$ cat config.mk
export PLATFORM = sky130hd
export DESIGN_NAME = subpage_wr_guard
export DESIGN_NICKNAME = d
export VERILOG_FILES = /design/src/rtl/spw_pkg.sv /design/src/rtl/spw_dir_check.sv /design/src/rtl/spw_leaf_check.sv /design/src/rtl/spw_addr_gen.sv /design/src/rtl/subpage_wr_guard.sv
export SDC_FILE = /design/constraint.sdc
export NUM_CORES = 1
export LEC_CHECK = 0
export ABC_AREA = 1
export BUFFER_PORTS_ARGS = -buffer_cell sky130_fd_sc_hd__buf_2
export CORE_AREA = 4 4 152 154
export CTS_CLUSTER_DIAMETER = 200
export DETAILED_ROUTE_END_ITERATION = 10
export DIE_AREA = 0 0 156 158
export PLACE_DENSITY = 0.61
export SLEW_MARGIN = 20
export SYNTH_ARGS = -nofsm -noshare
export SYNTH_HDL_FRONTEND = slang
export SYNTH_SLANG_ARGS = --single-unit
$ cat constraint.sdc
create_clock -name clk -period 2.1 [get_ports clk]
set_clock_uncertainty 0.05 [all_clocks]
set_input_delay 0.21 -clock clk [delete_from_list [all_inputs] [get_ports clk]]
set_output_delay 0.21 -clock clk [all_outputs]
set_load 0.1 [all_outputs]
$ cat src/rtl/spw_pkg.sv
package spw_pkg;

    localparam int GPA_W    = 64;
    localparam int ENT_W    = 64;
    localparam int IDX_W    = 9;
    localparam int LEVELS   = 4;
    localparam int LVL_W    = $clog2(LEVELS);
    localparam int PG_SH    = 12;
    localparam int SLICES   = ENT_W / 2;
    localparam int SLICE_W  = $clog2(SLICES);
    localparam int SLICE_SH = 7;

    localparam logic [ENT_W-1:0] QUAL_MISS = 64'h0000_0000_0000_0800;

    typedef enum logic [1:0] {
        RES_ALLOW  = 2'd0,
        RES_VIOL   = 2'd1,
        RES_MISS   = 2'd2,
        RES_MISCFG = 2'd3
    } spw_res_e;

    typedef enum logic [1:0] {
        ST_IDLE,
        ST_ISSUE,
        ST_WAIT,
        ST_DONE
    } spw_state_e;

    // Outcome of the fast decision taken at request acceptance.
    typedef struct packed {
        logic     walk;
        spw_res_e code;
    } spw_fast_t;

    function automatic spw_fast_t fast_decide(input logic wr, input logic en,
                                              input logic sub, input logic leaf_wr);
        spw_fast_t f;
        f.walk = 1'b0;
        f.code = RES_ALLOW;
        if (wr) begin
            if (!(en && sub)) begin
                f.code = leaf_wr ? RES_ALLOW : RES_VIOL;
            end else if (!leaf_wr) begin
                f.walk = 1'b1;
            end
        end
        return f;
    endfunction

endpackage

$ cat src/rtl/spw_dir_check.sv
module spw_dir_check
    import spw_pkg::*;
#(
    parameter int PA_W = 46
) (
    input  logic [ENT_W-1:0] entry,
    output logic             bad,
    output logic             present,
    output logic [ENT_W-1:0] next_base
);
    localparam int HI_W = ENT_W - PA_W;

    logic low_resv;
    logic high_resv;

    always_comb begin
        low_resv  = |entry[PG_SH-1:1];
        high_resv = |entry[ENT_W-1:PA_W];
        bad       = low_resv || high_resv;
        present   = entry[0];
        next_base = {{HI_W{1'b0}}, entry[PA_W-1:PG_SH], {PG_SH{1'b0}}};
    end
endmodule

$ cat src/rtl/spw_leaf_check.sv
module spw_leaf_check
    import spw_pkg::*;
(
    input  logic [ENT_W-1:0]   entry,
    input  logic [SLICE_W-1:0] slice,
    output logic               bad,
    output logic               granted
);
    logic [SLICES-1:0] even_bits;
    logic [SLICES-1:0] odd_bits;

    for (genvar i = 0; i < SLICES; i++) begin : g_split
        assign even_bits[i] = entry[2*i];
        assign odd_bits[i]  = entry[2*i+1];
    end

    assign bad     = |odd_bits;
    assign granted = even_bits[slice];
endmodule

$ cat src/rtl/spw_addr_gen.sv
module spw_addr_gen
    import spw_pkg::*;
(
    input  logic [ENT_W-1:0]                 base,
    input  logic [IDX_W*LEVELS+PG_SH-1:PG_SH] gpa_idx,
    input  logic [LVL_W-1:0]                 lvl,
    output logic [ENT_W-1:0]                 addr
);
    logic [IDX_W-1:0] idx_of [LEVELS];

    for (genvar l = 0; l < LEVELS; l++) begin : g_idx
        assign idx_of[l] = gpa_idx[PG_SH + IDX_W*l +: IDX_W];
    end

    assign addr = base + (ENT_W'(idx_of[lvl]) << 3);
endmodule

$ cat src/rtl/subpage_wr_guard.sv
module subpage_wr_guard
    import spw_pkg::*;
#(
    parameter int PA_W = 46
) (
    input  logic             clk,
    input  logic             rst,
    input  logic             req_valid,
    output logic             req_ready,
    input  logic [GPA_W-1:0] req_gpa,
    input  logic             req_write,
    input  logic             req_enable,
    input  logic             req_leaf_sub,
    input  logic             req_leaf_wr,
    input  logic [ENT_W-1:0] root_ptr,
    output logic             mem_req,
    output logic [ENT_W-1:0] mem_addr,
    input  logic             mem_rvalid,
    input  logic [ENT_W-1:0] mem_rdata,
    output logic             res_valid,
    output logic [1:0]       res_code,
    output logic [ENT_W-1:0] res_qual,
    output logic [GPA_W-1:0] res_gpa
);
    localparam int IDX_TOP = IDX_W*LEVELS + PG_SH;

    spw_state_e       state_q;
    logic [LVL_W-1:0] lvl_q;
    logic [ENT_W-1:0] base_q;
    logic [GPA_W-1:0] gpa_q;
    spw_res_e         code_q;
    logic [ENT_W-1:0] qual_q;

    logic             accept;
    spw_fast_t        fast;
    logic             dir_bad;
    logic             dir_present;
    logic [ENT_W-1:0] dir_next;
    logic             leaf_bad;
    logic             leaf_granted;

    spw_dir_check #(.PA_W(PA_W)) u_dir (
        .entry     (mem_rdata),
        .bad       (dir_bad),
        .present   (dir_present),
        .next_base (dir_next)
    );

    spw_leaf_check u_leaf (
        .entry   (mem_rdata),
        .slice   (gpa_q[SLICE_SH +: SLICE_W]),
        .bad     (leaf_bad),
        .granted (leaf_granted)
    );

    spw_addr_gen u_addr (
        .base    (base_q),
        .gpa_idx (gpa_q[IDX_TOP-1:PG_SH]),
        .lvl     (lvl_q),
        .addr    (mem_addr)
    );

    assign req_ready = (state_q == ST_IDLE);
    assign accept    = req_valid && req_ready;
    assign fast      = fast_decide(req_write, req_enable, req_leaf_sub, req_leaf_wr);

    always_ff @(posedge clk) begin
        if (rst) begin
            state_q <= ST_IDLE;
            lvl_q   <= '0;
            base_q  <= '0;
            gpa_q   <= '0;
            code_q  <= RES_ALLOW;
            qual_q  <= '0;
        end else begin
            unique case (state_q)
                ST_IDLE: begin
                    if (accept) begin
                        gpa_q  <= req_gpa;
                        lvl_q  <= LVL_W'(LEVELS - 1);
                        base_q <= {root_ptr[ENT_W-1:PG_SH], {PG_SH{1'b0}}};
                        qual_q <= '0;
                        code_q <= fast.code;
                        state_q <= fast.walk ? ST_ISSUE : ST_DONE;
                    end
                end
                ST_ISSUE: state_q <= ST_WAIT;
                ST_WAIT: begin
                    if (mem_rvalid) begin
                        if (lvl_q != '0) begin
                            if (dir_bad) begin
                                code_q  <= RES_MISCFG;
                                state_q <= ST_DONE;
                            end else if (!dir_present) begin
                                code_q  <= RES_MISS;
                                qual_q  <= QUAL_MISS;
                                state_q <= ST_DONE;
                            end else begin
                                base_q  <= dir_next;
                                lvl_q   <= lvl_q - 1'b1;
                                state_q <= ST_ISSUE;
                            end
                        end else begin
                            if (leaf_bad) begin
                                code_q <= RES_MISCFG;
                            end else begin
                                code_q <= leaf_granted ? RES_ALLOW : RES_VIOL;
                            end
                            state_q <= ST_DONE;
                        end
                    end
                end
                ST_DONE: state_q <= ST_IDLE;
                default: state_q <= ST_IDLE;
            endcase
        end
    end

    assign mem_req   = (state_q == ST_ISSUE);
    assign res_valid = (state_q == ST_DONE);
    assign res_code  = code_q;
    assign res_qual  = qual_q;
    assign res_gpa   = gpa_q;

    AST_READ_FAST: assert property (@(posedge clk) disable iff (rst)
        (req_valid && req_ready && !req_write) |=> (res_valid && res_code == RES_ALLOW));

    AST_NO_WALK_WHEN_OFF: assert property (@(posedge clk) disable iff (rst)
        (req_valid && req_ready && req_write && !(req_enable && req_leaf_sub)) |=> !mem_req);

    AST_ENTRY_ALIGNED: assert property (@(posedge clk) disable iff (rst)
        mem_req |-> (mem_addr[2:0] == 3'b000));

    AST_QUAL_MISS_BIT: assert property (@(posedge clk) disable iff (rst)
        res_valid |-> (res_qual[11] == (res_code == RES_MISS)));

    AST_QUAL_OTHER_ZERO: assert property (@(posedge clk) disable iff (rst)
        res_valid |-> ((res_qual & ~QUAL_MISS) == '0));

    AST_BUSY_NOT_READY: assert property (@(posedge clk) disable iff (rst)
        (mem_req || res_valid) |-> !req_ready);

    AST_RESULT_PULSE: assert property (@(posedge clk) disable iff (rst)
        res_valid |=> !res_valid);

    AST_ONE_OUTSTANDING: assert property (@(posedge clk) disable iff (rst)
        mem_req |=> !mem_req);
endmodule

### Word level (Yosys, flattened, before mapping)

Cells that the tools add are included.

* flip-flop bits (word level): 198
* bits in latches: 0
* bits in writable memories: 0
* memory bits (read-only): 0
* output and inout bits: 197
* memories kept: 0

* add/subtract/negate cells: 2
* multiply operators: 0
* divide/modulo/power cells: 0
* $lt $le $gt $ge: 2
* eq/ne operators: 10
* shifts and indexed selects: 0
* mux-type cells: 43
* bitwise operators: 1
* reduce and logical (&&, ||, !) cells: 14

Operator list (count)
* $mux 64: 10
* $pmux 64 s2: 2
* $add 64x12->64: 1
* $mux 2: 17
* $reduce_or 32->1: 1
* $bmux 9 s2: 1
* $mux 9: 2
* $reduce_or 18->1: 1
* $reduce_and 6->1: 2
* $reduce_or 11->1: 1
* $ne 2x2->1 const B: 5
* $pmux 2 s2: 2
* $pmux 2 s4: 1
* $lt 5x6->1 const B: 1
* $mux 1: 6
* $bmux 1 s5: 1
* $eq 2x2->1 const B: 2
* $ne 4x4->1 const B: 1
* $reduce_and 2->1: 2
* $reduce_and 4->1: 1
* $reduce_bool 2->1: 2
* $ge 3x3->1 const B: 1
* $mux 3: 1
* $not 2->3: 1
* 6 further kinds: 7

### Longest topological paths before layout

Gate-level depths: netlist of the first run.

* word-level depth: 7
* gate-level depth with buffers: 13

### Modules after synthesis

A second synthesis of the first run with hierarchy kept.

* cells, all modules: 1852
* area total of the unflattened synthesis: 10644.0 sq um

By module, submodules not included
* subpage_wr_guard: times used 1, cells each 1003, area an instance 6485.0 sq um, sequential area each 2702.6 sq um
* spw_addr_gen: times used 1, cells each 645, area an instance 3042.9 sq um, sequential area each 0.0 sq um
* spw_dir_check: times used 1, cells each 111, area an instance 666.9 sq um, sequential area each 0.0 sq um
* spw_leaf_check: times used 1, cells each 93, area an instance 449.2 sq um, sequential area each 0.0 sq um

### Worst setup path after synthesis of the first run

Ideal clock, no wire load.

* kind: register -> register
* from: register state_q[0]
* to: register gpa_q[39], in the netlist res_gpa[39]
* data arrival time: 2.899 ns
* required time: 1.985 ns
* slack: -0.915 ns
* cell stages (with the launch flop): 8
* path buffers: 2
* cell sequence: dfxtp_1 > nor2_1 > nand2_1 > inv_2 > buf_2 > buf_1 > nor2_1 > nor2_1

* cells in the longest elaborated chain, start to end: 3

RTL lines
* from (decl): line subpage_wr_guard.sv:27 `spw_state_e state_q;`
* from (signal assigned): line subpage_wr_guard.sv:84 `state_q <= fast.walk ? ST_ISSUE : ST_DONE;`
* $logic_not 2->1 *: line subpage_wr_guard.sv:63 `assign req_ready = (state_q == ST_IDLE);`
* net req_ready: line subpage_wr_guard.sv:9 `output logic req_ready,`
* $logic_and 1x1->1: line subpage_wr_guard.sv:64 `assign accept = req_valid && req_ready;`
* $reduce_and 2->1 (no source line) *
* to (signal assigned): line subpage_wr_guard.sv:79 `gpa_q <= req_gpa;`
* to (decl): line subpage_wr_guard.sv:30 `logic [GPA_W-1:0] gpa_q;`

Mark *: on every way through the listed nets, which the timed path passes. The rest lies on a longest branch.
A chain may end at the register's enable or synchronous reset.

### Worst setup path in the final report of the first run

* from: register lvl_q[0]
* to: output port mem_addr[3]

* cells in the longest elaborated chain, start to end: 5

RTL lines
* from (decl): line subpage_wr_guard.sv:28 `logic [LVL_W-1:0] lvl_q;`
* from (signal assigned): line subpage_wr_guard.sv:80 `lvl_q <= LVL_W'(LEVELS - 1);`
* from (signal assigned): line subpage_wr_guard.sv:100 `lvl_q <= lvl_q - 1'b1;`
* $not 2->3 (implied by the code): line spw_addr_gen.sv:15 `assign addr = base + (ENT_W'(idx_of[lvl]) << 3);`
* $bmux 9 s2: line spw_addr_gen.sv:15
* $mux 9 (implied by the code) (2 in series): line spw_addr_gen.sv:15
* $add 64x12->64: line spw_addr_gen.sv:15
* to (decl): line subpage_wr_guard.sv:17 `output logic [ENT_W-1:0] mem_addr,`

Every way passes these cells. The select of a mux whose other input is x is not followed.

==> impl_summary.md, run 1 <==
Status
The run finished with clean final reports.

Clock tree
TritonCTS built the clock tree. The maximum root-to-sink buffer count is 2. The register clock-pin slew on the reported worst setup and hold paths is 0.06 ns. The clock latency on the worst-skew pair is 0.40 ns.

The clock tree root driver cell is sky130_fd_sc_hd__clkbuf_16. Once the clock tree was built, the setup fixing pass inserted 0 buffers. The H-tree generated during clock tree synthesis spans 4 levels.

The total CTS buffers is 17. The number of clock sinks is 123.

Synthesis
Synthesis produced 912 cells. The total standard cell area after synthesis is 0.00608 mm^2. Synthesis inferred 123 register bits. Averaged over all synthesized cells, the footprint is 6.67 um^2. The count of warnings emitted by yosys is 0. The number of distinct library cells after synthesis is 29. The share of the Yosys chip area taken by registers is 40.5%.

Floorplanning
The area of the die is 0.0246 mm^2. The floorplan has 54 rows. The standard cell core area is 0.0217 mm^2. The count of boundary I/O pins is 397. Measured along the y axis, the die boundary spans 158 um. The starting density of the core is 28.0%. In this run the horizontal extent of the chip is 156 um.

Finish
The net total in the final layout is 1,471. With fillers left out, the area of the finished cells amounts to 0.00899 mm^2. In the final layout, the share of cells above drive strength 1 is 31.3%. The signed area change from the synthesized netlist to the final layout is 47.9%. The number of inserted filler cells in the final layout is 2,280.

The final cell count without fillers is 1,564.

Routing
The detailed-router iteration count before antenna repair is 5. The average vias per placed instance is 4.38. The via count of the routed design is 6,857. The DRC marker count from the first detailed-route iteration is 404. The count of nets left with antenna violations once routing finished came out at 0. Summed over all layers, the routed wires come to 22,900 um. In the final routed layout, each cell accounts on average for 14.6 um.

In the routed design, unresolved DRC markers number 0.

Critical path
In this run the critical register-to-register path is captured at base_q[19]. The number of cells on the worst reg-to-reg path is 9. The worst setup path is launched from a flip-flop.

The worst register-to-register path begins at state_q[1]. The critical path in this run is classified as flip-flop to output pin. At the worst endpoint, the required time is 1.84 ns. STA puts the critical path data arrival time at 1.74 ns.

The slack of the worst reg-to-reg path is 0.29 ns. The kind of end point of the critical path is an output pin. The peak fanout along the critical path is 20.

Placed design
The number of port buffers is 318. In this run, placement finished with an instance count of 1,477. The detailed-placement wirelength estimate is 16,900 um. The post-detailed-placement cell area is 0.00789 mm^2. The congestion estimate from routability-driven global placement came to 0.881.

Power
The leakage power of the design is 4.59 nW. The worst-case vdd ir drop is 0.595 mV. The power density of the placed cells is 1400 mW/mm^2.

Global routing
The overall global routing resource usage is 17.5%. The total overflow left after global routing is 0. The number of global-route vias before repair is 6,512. Entering global routing, the biggest net connects 84 pins.

The global-route wire length before repair is 34,200 um. The initial antenna violation count came to 0.

Run
The tool flagged a number of max-cap violations equal to 0.

Hold path
The tightest min-delay check is of the input port to flip-flop type. The cell depth of the worst min-delay path is 3. The beginning of the worst hold path is req_gpa[37]. The worst hold path terminates at res_gpa[37].

Timing
Setup total negative slack on the finished layout was measured at 0 ns. The worst slew margin relative to its limit is 60.4%. Timing would allow up to 500 MHz.

The number of pins with negative max-slew slack in the final report is 0. The worst path needs 2.00 ns of the cycle, external delays included. The ratio of final minimum period to clock period is 95.2%. Setup repair after global routing left no endpoint under its margin. The transition time at the pin with the least slew margin is 0.594 ns.

The worst hold-check slack is 0.0214 ns. The number of endpoints failing setup at the final stage is 0. The final hold violation count was 0.
[where the power goes]
part | internal (W) | switching, W | leakage [nW]
registers | 0.00276 | 0.000243 | 1.02
logic | 0.00127 | 0.00560 | 3.32
clock network | 0.00153 | 0.00118 | 0.256
[cell families (layout without fill, tap and decap cells)]
family | after synthesis | in the layout | share of synthesized area [%]
AOI/OAI and AO/OA | 190 | 190 | 15.9
DFF | 123 | 123 | 40.5
and+or+nand+nor | 413 | 413 | 27.0
buffers and inverters | 184 | 490 | 16.3
other | 1 | 67 | 0.0617
adders and majority gates | 1 | 1 | 0.206
[state kept, by name, indices dropped and copies added, names as in the netlist]
signal / flops
base_q: 52
lvl_q: 2
res_gpa: 64
res_code: 2
state_q: 2
res_qual: 1
[layout by cell type, fill, tap and decap left out, types with 17 or more instances in the layout]
| cell | netlist | layout |
|---|---|---|
| sky130_fd_sc_hd__nand2_1 | 133 | 132 |
| sky130_fd_sc_hd__clkbuf_16 | 0 | 17 |
| sky130_fd_sc_hd__nor2_1 | 227 | 226 |
| sky130_fd_sc_hd__nand3_1 | 36 | 36 |
| sky130_fd_sc_hd__a21oi_1 | 26 | 26 |
| sky130_fd_sc_hd__buf_2 | 1 | 309 |
| sky130_fd_sc_hd__buf_4 | 69 | 21 |
| sky130_fd_sc_hd__conb_1 | 1 | 66 |
| sky130_fd_sc_hd__inv_1 | 59 | 58 |
| sky130_fd_sc_hd__dlygate4sd3_1 | 0 | 54 |
| sky130_fd_sc_hd__o21ai_0 | 148 | 148 |
| sky130_fd_sc_hd__dfxtp_1 | 123 | 112 |
[routing by layer]
layer	track usage, %	share of wire (%)	vias up
met5	0	0	-
met4	5.84	2.2	0
met3	3.80	6.5	30
met2	29.9	49	248
met1	21.9	42	3086
li1	-	-	3493
[stage by stage]
stage | total power [W] | setup slack (ns) | utilization (%)
floorplan | 0.00872 | 0.000686 | -
global placement | 0.00980 | 0.167 | 36.4
detailed placement | 0.00983 | 0.111 | 36.4
CTS | 0.0127 | 0.000243 | 41.4
global route | 0.0132 | 0.0200 | 41.5
finish | 0.0126 | 0.101 | 41.5
[cell type report]
cell class | instances | area (um^2) | area share (%)
antenna | 1 | 2.50 | 0.0278
sequential | 123 | 2480 | 27.5
inverter | 66 | 250 | 2.78
clock buffer | 18 | 429 | 4.77
multi-input combinational | 670 | 3010 | 33.4
clock inverter | 14 | 113 | 1.25
timing repair buffer | 392 | 2370 | 26.3
tap | 280 | 350 | 3.89
[cell usage after synthesis]
cell,number,area (um^2)
sky130_fd_sc_hd__nand4_1,5,31.3
sky130_fd_sc_hd__nor4_1,1,6.26
sky130_fd_sc_hd__conb_1,1,3.75
sky130_fd_sc_hd__nand2_8,1,20.0
sky130_fd_sc_hd__inv_2,4,15.0
sky130_fd_sc_hd__nor3_1,6,30.0
sky130_fd_sc_hd__a31oi_1,1,6.26
sky130_fd_sc_hd__dfxtp_1,123,2460
sky130_fd_sc_hd__o211ai_1,1,7.51
sky130_fd_sc_hd__nand3_1,36,180
sky130_fd_sc_hd__o22ai_1,9,56.3
sky130_fd_sc_hd__o31ai_1,1,7.51
sky130_fd_sc_hd__ha_1,1,12.5
sky130_fd_sc_hd__or2_2,1,6.26
sky130_fd_sc_hd__inv_1,59,221
sky130_fd_sc_hd__or2_1,1,6.26
sky130_fd_sc_hd__o21ai_1,4,20.0
sky130_fd_sc_hd__nand2_1,133,499
sky130_fd_sc_hd__buf_1,6,22.5
sky130_fd_sc_hd__buf_2,1,5.00
sky130_fd_sc_hd__inv_4,1,6.26
sky130_fd_sc_hd__nor2_2,2,12.5
sky130_fd_sc_hd__clkbuf_1,37,139
sky130_fd_sc_hd__nor2_1,227,852
sky130_fd_sc_hd__buf_4,69,518
sky130_fd_sc_hd__buf_6,5,56.3
sky130_fd_sc_hd__a21oi_1,26,130
sky130_fd_sc_hd__o21ai_0,148,741
sky130_fd_sc_hd__clkinv_1,2,7.51
[worst max path at each step]
stage / startpoint / end / depth (start not counted)
6_report: lvl_q[0] / mem_addr[3] / 4
2_1_floorplan: res_gpa[37] / mem_addr[10] / 2
3_3_place_gp: mem_rdata[9] / base_q[13] / 11
4_1_cts: lvl_q[0] / mem_addr[7] / 4
3_5_place_dp: mem_rdata[51] / base_q[38] / 11
5_1_grt: lvl_q[0] / mem_addr[9] / 4
[worst max-delay path: stages, from the launching register on]
cell	delay (ns)
sky130_fd_sc_hd__dfxtp_1	0.34
sky130_fd_sc_hd__buf_4	0.25
sky130_fd_sc_hd__o21ai_0	0.23
sky130_fd_sc_hd__o22ai_4	0.20
sky130_fd_sc_hd__buf_4	0.32
[repair_timing]
action / in CTS / in global routing
pin swaps: 0 / 0
hold buffers: 54 / 0
resized for setup: 6 / 3
setup endpoints to repair: 6 / 3
endpoints found under the hold margin: 54 / 0
gates cloned: 0 / 0
No activity file was read; power rests on OpenSTA's default activity.
==> inputs of run 2 (changes only) <==
CORE_AREA = default   (was 4 4 152 154)
CORE_MARGIN = 4   (was default)
CORE_UTILIZATION = 45   (was default)
DIE_AREA = default   (was 0 0 156 158)
PLACE_DENSITY = 0.78   (was 0.61)
SYNTH_HIERARCHICAL = 1   (was default)
==> impl_summary.md, run 2 <==
Status
The run finished, with violations left. The final reports fail on negative setup slack.

Critical path
The largest incremental delay on the critical path is 0.42 ns (+0.08 ns). STA classifies the critical path startpoint as a flip-flop. The startpoint identified for the worst register-to-register timing path is lvl_q[0].

The critical register-to-register path endpoint is base_q[50]. The slack of the worst reg-to-reg path came to -0.08 ns (-0.37 ns). The library cell contributing the largest single delay on the critical path is sky130_fd_sc_hd__dfxtp_4.

On the critical path the largest part of the delay comes from simple AND/OR/NAND/NOR gates. The critical path is of the flip-flop to output pin type. The arrival time of data at the critical path endpoint is 2.86 ns (+1.12 ns). The signal on the critical path passes through inv_6 > buf_4 > nor2_2 > o22ai_2 > ha_4 > nand2_4 > nor2_4 > nand3_4 > nand3_4 > buf_4 > nand3_2 > nand2_2 > clkinvlp_4 > buf_12. The critical path data required time was 1.84 ns (about the same). The total buffers and inverters traversed by the critical path came to 5 (+3). The logic depth of the worst register-to-register path is 15 (+6). The kind of end point of the critical path is an output pin. The peak fanout along the critical path is 17 (-15%).

Floorplanning
The area of the die was 0.0262 mm^2 (+6.2%). The standard cell core area was 0.0234 mm^2 (+7.9%). The y dimension of the die was 162 um (+2.4%). The starting density of the core is 45.5% (+17 points). The horizontal die dimension is 162 um (+3.7%). The count of boundary I/O pins came to 397 (unchanged).

The row count is 56 (+3.7%).

Power
The portion of total power attributed to sequential cells is 20.1% (-3.7 points). The sum of internal, switching and leakage power is 0.0185 W (+47%). The leakage power of the design came to 8.73 nW (+90%). The fraction of power consumed by combinational cells is 63.6% (+9.0 points). The worst-case vdd ir drop is 1.26 mV (+110%). The net switching share of the total power is 53.2% (-2.6 points).

The net load switching power is 0.00984 W (+40%). The power density of the placed cells is 1060 mW/mm^2 (-24%). The share of total power in the clock network is 16.3% (-5.3 points).

The cell-internal power came to 0.00865 W (+55%).

Hold path
The tightest min-delay check is of the input port to flip-flop type. The cell depth of the worst min-delay path is 3 (unchanged). For hold timing, the worst endpoint is res_gpa[32]. The beginning of the worst hold path is req_gpa[32].

Synthesis
The main flop type after synthesis is sky130_fd_sc_hd__dfxtp_1. The largest total area in the synthesized netlist belongs to sky130_fd_sc_hd__dfxtp_1. The number of distinct library cells after synthesis is 35 (+21%).

The count of flip-flops with a built-in enable after synthesis is 0 (unchanged). The total standard cell area after synthesis is 0.0106 mm^2 (+75%). The share of the synthesized area in the top cell type came to 25.4% (-15 points). The flip-flop and latch count after synthesis is 135 (+9.8%). The count of warnings emitted by yosys came to 6 (+6).

Sorting the synthesized cells by area gives the leading types as sky130_fd_sc_hd__dfxtp_1 25%, sky130_fd_sc_hd__nand2_1 22%, sky130_fd_sc_hd__nor2_1 13%, sky130_fd_sc_hd__buf_4 9.9%, sky130_fd_sc_hd__inv_1 6.9%. The most common cell in the synthesized netlist is sky130_fd_sc_hd__nand2_1. The post-synthesis cell count is 1,852 (+100%). The average cell area after synthesis is 5.75 um^2 (-14%). Counting instances in the post-synthesis netlist gives the leading cell types as 627 x sky130_fd_sc_hd__nand2_1, 373 x sky130_fd_sc_hd__nor2_1, 195 x sky130_fd_sc_hd__inv_1. The sequential cell area fraction in the yosys report is 25.4% (-15 points). The proportion of synthesized flip-flops having asynchronous set or reset is 0% (unchanged).

Finish
The library cells used most frequently in the layout, excluding fill and tap cells, are 497 x sky130_fd_sc_hd__nand2_1, 331 x sky130_fd_sc_hd__nor2_1, 260 x sky130_fd_sc_hd__buf_2, 178 x sky130_fd_sc_hd__inv_1, 116 x sky130_fd_sc_hd__buf_4. The area of the multi-input gates came to 0.00823 mm^2 (+170%). The number of inserted filler cells in the final layout was 1,747 (-23%). The fraction of final layout cells sized beyond drive strength 1 came to 38.0% (+6.7 points). Compared with the post-synthesis result, the final layout area differs by 63.7%.

The net total in the final layout is 2,508 (+70%). The sequential cell area is 0.00285 mm^2 (+15%). The final instance area came to 0.0174 mm^2 (+94%). The commonest non-fill, non-tap cell in the layout is sky130_fd_sc_hd__nand2_1.

The final cell count without fillers is 2,629 (+68%). The final core utilization was 74.4% (+33 points).

Timing
The final hold violation count is 0 (unchanged). The number of pins with negative max-slew slack in the final report was 0 (unchanged). The number of endpoints failing setup at the final stage is 79 (+79). The worst slew margin relative to its limit was 55.9% (-4.5 points). The final critical delay including setup and external delays was 3.12 ns (+1.12 ns). The maximum achievable frequency is 320 MHz (-36%). The worst setup margin is -1.02 ns (-1.12 ns).

The transition time at the pin with the least slew margin is 0.662 ns (+0.0675 ns). Setup repair after global routing could not meet its margin everywhere. The ratio of final minimum period to clock period is 149% (+53 points).

Clock tree
The CTS tree is done. The number of clock sinks came to 135 (+9.8%). The register clock-pin slew on the reported worst setup and hold paths was 0.07 ns (about the same). The tree is rooted in a sky130_fd_sc_hd__clkbuf_16. The total CTS buffers came to 17 (unchanged). The clock latency on the worst-skew pair came to 0.43 ns (+0.03 ns). The maximum root-to-sink buffer count is 2 (unchanged). The maximum level of the CTS H-tree is 4 (unchanged).

Global routing
The overall global routing resource usage is 29.3% (+12 points). The initial antenna violation count is 1 (+1). The global-route wire length before repair is 62,000 um (+81%). The remaining global-route overflow is 0 (unchanged). The number of global-route vias before repair is 12,164 (+87%). The largest net degree at the start of global routing is 74 (-12%).

Run
The total of max-cap violations is 0 (unchanged).

Placed design
The post-placement cell count is 2,513 (+70%). The number of port buffers is 321 (+0.94%). The global placer's final weighted congestion is 0.958 (+8.8%). The detailed-placement wirelength estimate is 30,300 um (+79%). The pre-CTS worst setup slack is -0.661 ns (-0.771 ns).

The post-detailed-placement cell area came to 0.0148 mm^2 (+87%).

Routing
The average wire per standard cell was 16.1 um (+9.9%). The DRC marker count from the first detailed-route iteration is 1,011 (+150%). The detailed-router iteration count before antenna repair is 6 (+1). The average vias per placed instance came to 4.97 (+13%).

The remaining antenna violation count after routing is 0 (unchanged). The total wire length came to 42,300 um (+85%). The final routed DRC violation total is 0 (unchanged).

The via count of the routed design is 13,065 (+91%).
## run 2: area by class of cell
type	count	share of cell area, %
diodes	1	0.0144
clock buffers	17	2.44
clock inverters	15	0.998
inverters	205	4.61
multi-input cells	1411	47.2
flip-flops and latches	135	16.3
well taps	319	2.29
repair buffers	526	26.0
## run 2: per-stage QoR
stage	setup TNS, ns	hold WS [ns]
2_1_floorplan	-28.51	0.229
3_3_place_gp	-29.46	0.368
3_5_place_dp	-32.98	0.374
4_1_cts	-48.96	0.00115
5_1_grt	-60.93	0.0101
6_report	-54.12	0.00271
## run 2: worst max path at each step
stage | start | to | slack [ns] | cells after the start
floorplan | lvl_q[0] | mem_addr[23] | -0.75 | 13
global placement | lvl_q[1] | mem_addr[22] | -0.60 | 12
detailed placement | lvl_q[0] | mem_addr[51] | -0.66 | 13
CTS | lvl_q[0] | mem_addr[22] | -0.91 | 14
global route | lvl_q[0] | mem_addr[38] | -1.09 | 14
finish | lvl_q[0] | mem_addr[38] | -1.02 | 14
## run 2: layer usage
layer  vias up  part of all wire (%)  track usage, %
li1       6309                     -               -
met1      5996                    40            37.6
met2       627                    48            50.4
met3       133                   7.1            4.49
met4         0                   4.1            9.73
met5         -                     0               0
## run 2: repair_timing
| action | CTS | global route |
|---|---|---|
| buffers inserted | 9 | 16 |
| cloned | 4 | 6 |
| pin swaps | 71 | 61 |
| hold buffers | 48 | 0 |
| hold endpoints to repair | 49 | 0 |
| setup endpoints to repair | 106 | 185 |
| gates resized for setup | 124 | 180 |
## run 2: worst reg2reg max path, cell delays in order, from the launching register on
cell	delay [ns]
sky130_fd_sc_hd__dfxtp_4	0.39
sky130_fd_sc_hd__buf_8	0.15
sky130_fd_sc_hd__buf_6	0.12
sky130_fd_sc_hd__buf_4	0.13
sky130_fd_sc_hd__buf_6	0.11
sky130_fd_sc_hd__inv_4	0.06
sky130_fd_sc_hd__ha_4	0.14
sky130_fd_sc_hd__nand3_2	0.08
sky130_fd_sc_hd__nand2_2	0.12
sky130_fd_sc_hd__nor2_4	0.05
sky130_fd_sc_hd__buf_12	0.15
sky130_fd_sc_hd__buf_12	0.16
sky130_fd_sc_hd__clkbuf_16	0.18
sky130_fd_sc_hd__nand2_4	0.06
sky130_fd_sc_hd__nand2_2	0.05
sky130_fd_sc_hd__nor2_1	0.12
## run 2: cells by family (layout without fill, tap and decap cells)
logic type | Yosys count | after routing | synth area share (%)
AND/OR/NAND/NOR | 1178 | 1180 | 45.6
buffers and inverters | 399 | 763 | 20.4
flip-flops | 135 | 135 | 25.4
AO/OA/AOI/OAI | 98 | 98 | 4.77
XOR/XNOR | 28 | 28 | 2.30
adder cells (fa/ha/maj) | 12 | 12 | 1.48
other | 2 | 94 | 0.0706
## run 2: power groups by stage
stage          clock [W]  sequential (W)  combinational [W]
2_1_floorplan          0         0.00463            0.00635
3_3_place_gp           0         0.00363             0.0103
3_5_place_dp           0         0.00365             0.0104
4_1_cts          0.00306         0.00362             0.0110
5_1_grt          0.00319         0.00376             0.0123
6_report         0.00301         0.00371             0.0118
==> inputs of run 3 (changes only) <==
SLEW_MARGIN = 30   (was 20)
clock period = 3 ns   (was 2.1 ns; I/O delays follow)
==> impl_summary.md, run 3 (synthesis gave the netlist of run 2 again) <==
Power
The leakage power of the design is 7.62 nW (-13%). The worst-case vdd ir drop is 0.719 mV (-43%). The net load switching power is 0.00642 W (-35%). The share of total power in the clock network is 18.1% (+1.8 points). The portion of total power attributed to sequential cells is 22.0% (+1.9 points). The sum of internal, switching and leakage power is 0.0118 W (-36%). The power density of the placed cells came to 794 mW/mm^2 (-25%). The cell-internal power is 0.00535 W (-38%).

The fraction of power consumed by combinational cells is 59.8% (-3.8 points). The net switching share of the total power is 54.5% (+1.3 points).

Finish
The area growth from synthesis to layout is 39.2%. In the layout the commonest cells are 566 x sky130_fd_sc_hd__nand2_1, 367 x sky130_fd_sc_hd__nor2_1, 263 x sky130_fd_sc_hd__buf_2, 189 x sky130_fd_sc_hd__inv_1, 97 x sky130_fd_sc_hd__dfxtp_1. The number of inserted filler cells in the final layout came to 2,126 (+22%).

Leaving out fill and tap cells, the most frequent cell in the layout is sky130_fd_sc_hd__nand2_1. The fraction of final layout cells sized beyond drive strength 1 is 29.8% (-8.1 points). The net total in the final layout is 2,361 (-5.9%).

The final instance area is 0.0148 mm^2 (-15%).

Routing
The DRC marker count from the first detailed-route iteration is 990 (-2.1%). The remaining antenna violation count after routing is 0 (unchanged). The final routed DRC violation total is 0 (unchanged). The average vias per placed instance is 4.89 (-1.5%). The detailed-router iteration count before antenna repair came to 5 (-1). The total wire length is 39,300 um (-7.1%). The average wire per standard cell came to 15.8 um (-1.7%). The via count of the routed design is 12,162 (-6.9%).

Clock tree
The maximum root-to-sink buffer count is 2 (unchanged). The CTS tree is done. The number of clock sinks is 135 (unchanged).

The clock latency on the worst-skew pair is 0.42 ns (about the same). The maximum level of the CTS H-tree came to 4 (unchanged). The tree is rooted in a sky130_fd_sc_hd__clkbuf_16. The total CTS buffers is 17 (unchanged). The register clock-pin slew on the reported worst setup and hold paths came to 0.07 ns (about the same).

Run
The total of max-cap violations was 0 (unchanged).

Timing
The final hold violation count came to 0 (unchanged). The transition time at the pin with the least slew margin is 0.731 ns (+0.0693 ns). Based on the critical path, the design can be clocked at up to 315 MHz. The number of pins with negative max-slew slack in the final report is 0 (unchanged). The worst slew margin relative to its limit is 51.2% (-4.7 points). The number of endpoints failing setup at the final stage is 46 (-42%). The worst setup margin was -0.170 ns (+0.851 ns). Counting I/O delays and the setup requirement, the final critical path takes 3.17 ns. The ratio of final minimum period to clock period is 106%.

Setup repair after global routing could not meet its margin everywhere.

Placed design
The number of port buffers was 321 (unchanged). The post-detailed-placement cell area is 0.0134 mm^2 (-9.3%). The global placer's final weighted congestion is 0.985 (+2.8%).

The detailed-placement wirelength estimate is 30,100 um (-0.50%).

Critical path
STA classifies the critical path endpoint as an output pin. The arrival time of data at the critical path endpoint is 2.82 ns (-0.04 ns). The slack of the worst reg-to-reg path is 0.78 ns (+0.86 ns). The endpoint identified for the worst register-to-register timing path is base_q[33].

The category of the worst setup path launch point is a flip-flop. The worst register-to-register path begins at lvl_q[1]. The peak fanout along the critical path is 5 (-12). The type of the setup path with the least slack is flip-flop to output pin.

The critical path data required time is 2.65 ns (+0.81 ns). The logic depth of the worst register-to-register path came to 11 (-4).

Floorplanning
The y dimension of the die is 162 um (unchanged). The standard cell core area was 0.0234 mm^2 (unchanged). The row count came to 56 (unchanged). The horizontal die dimension was 162 um (unchanged). The count of boundary I/O pins came to 397 (unchanged). The starting density of the core is 45.5% (unchanged). The area of the die came to 0.0262 mm^2 (unchanged).

Hold path
The path with the worst hold slack has its endpoint at state_q[1]. The worst hold path begins at rst. The cell depth of the worst min-delay path came to 2 (-1). The path class of the tightest hold or removal check is input port to flip-flop.

Global routing
The largest net degree at the start of global routing came to 92 (+24%). The remaining global-route overflow is 0 (unchanged). The global-route wire length before repair is 58,900 um (-4.9%). The initial antenna violation count is 4 (+3).

The overall global routing resource usage was 28.1% (-1.1 points). The number of global-route vias before repair came to 11,206 (-7.9%).

Status
The flow ran to the end, but the final reports show violations. The checks that failed: negative setup slack.
==> run 3: power by group through the flow <==
stage                     Combinational, W  Clock, W  Sequential, W
final                              0.00704   0.00213        0.00259
after global routing               0.00739   0.00223        0.00263
after CTS                          0.00683   0.00215        0.00257
after detailed placement           0.00656         0        0.00260
after global placement             0.00650         0        0.00259
after floorplan                    0.00419         0        0.00323
==> run 3: through the flow <==
stage	TNS (ns)	cells	setup slack, ns	hold WS (ns)	utilization (%)
final	-4.60	2485	-0.170	0.0328	63.3
after global routing	-9.62	2485	-0.247	0.0348	63.3
after CTS	-1.48	2470	-0.0729	0.0195	62.2
after detailed placement	0	2422	0.0926	0.391	57.2
after global placement	0	2422	0.205	0.385	57.2
after floorplan	-0.0304	1943	-0.0293	0.319	-
==> run 3: cell type report <==
cell class / instances / area, um^2 / area share (%)
Antenna cell: 4 / 10.0 / 0.0676
Clock buffer: 17 / 425 / 2.87
Clock inverter: 15 / 179 / 1.21
Inverter: 205 / 790 / 5.33
Multi-Input combinational cell: 1411 / 7230 / 48.8
Sequential cell: 135 / 2760 / 18.6
Tap cell: 319 / 399 / 2.69
Timing Repair Buffer: 379 / 3020 / 20.4
==> run 3: routing by layer <==
layer  global-route usage (%)  routed length, um  vias up  part of all wire (%)
li1                         -                  -     6012                     -
met1                     33.7              15400     5512                    39
met2                     50.0              19600      541                    50
met3                     5.48               2850       97                   7.2
met4                     10.5               1400        0                   3.6
met5                        0                  0        -                     0
==> run 3: what timing repair did <==
| item | 4_1_cts | 5_1_grt |
|---|---|---|
| gates resized for setup | 105 | 41 |
| hold buffers | 0 | 0 |
| buffers inserted | 13 | 11 |
| cloned | 3 | 0 |
| setup endpoints to repair | 56 | 56 |
| pin swaps | 30 | 22 |
==> run 3: worst max path at each step <==
stage,from,end,slack [ns],cells after the start
6_report,lvl_q[0],mem_addr[15],-0.17,12
3_3_place_gp,lvl_q[1],mem_addr[13],0.20,13
4_1_cts,lvl_q[0],mem_addr[48],-0.07,15
3_5_place_dp,lvl_q[1],mem_addr[46],0.09,11
2_1_floorplan,lvl_q[0],mem_addr[17],-0.03,14
5_1_grt,lvl_q[0],mem_addr[49],-0.25,15
==> run 3: worst max-delay path, cell delays in order, from the launching register on <==
cell and delay [ns]:
sky130_fd_sc_hd__dfxtp_4 0.38, sky130_fd_sc_hd__buf_6 0.14, sky130_fd_sc_hd__o21ai_2 0.14, sky130_fd_sc_hd__o22ai_2 0.11, sky130_fd_sc_hd__ha_2 0.21, sky130_fd_sc_hd__fa_2 0.37
sky130_fd_sc_hd__nand3_2 0.11, sky130_fd_sc_hd__nand3_4 0.13, sky130_fd_sc_hd__nand3_4 0.13, sky130_fd_sc_hd__nand3_4 0.17, sky130_fd_sc_hd__buf_6 0.19, sky130_fd_sc_hd__xor2_4 0.14
sky130_fd_sc_hd__buf_12 0.19
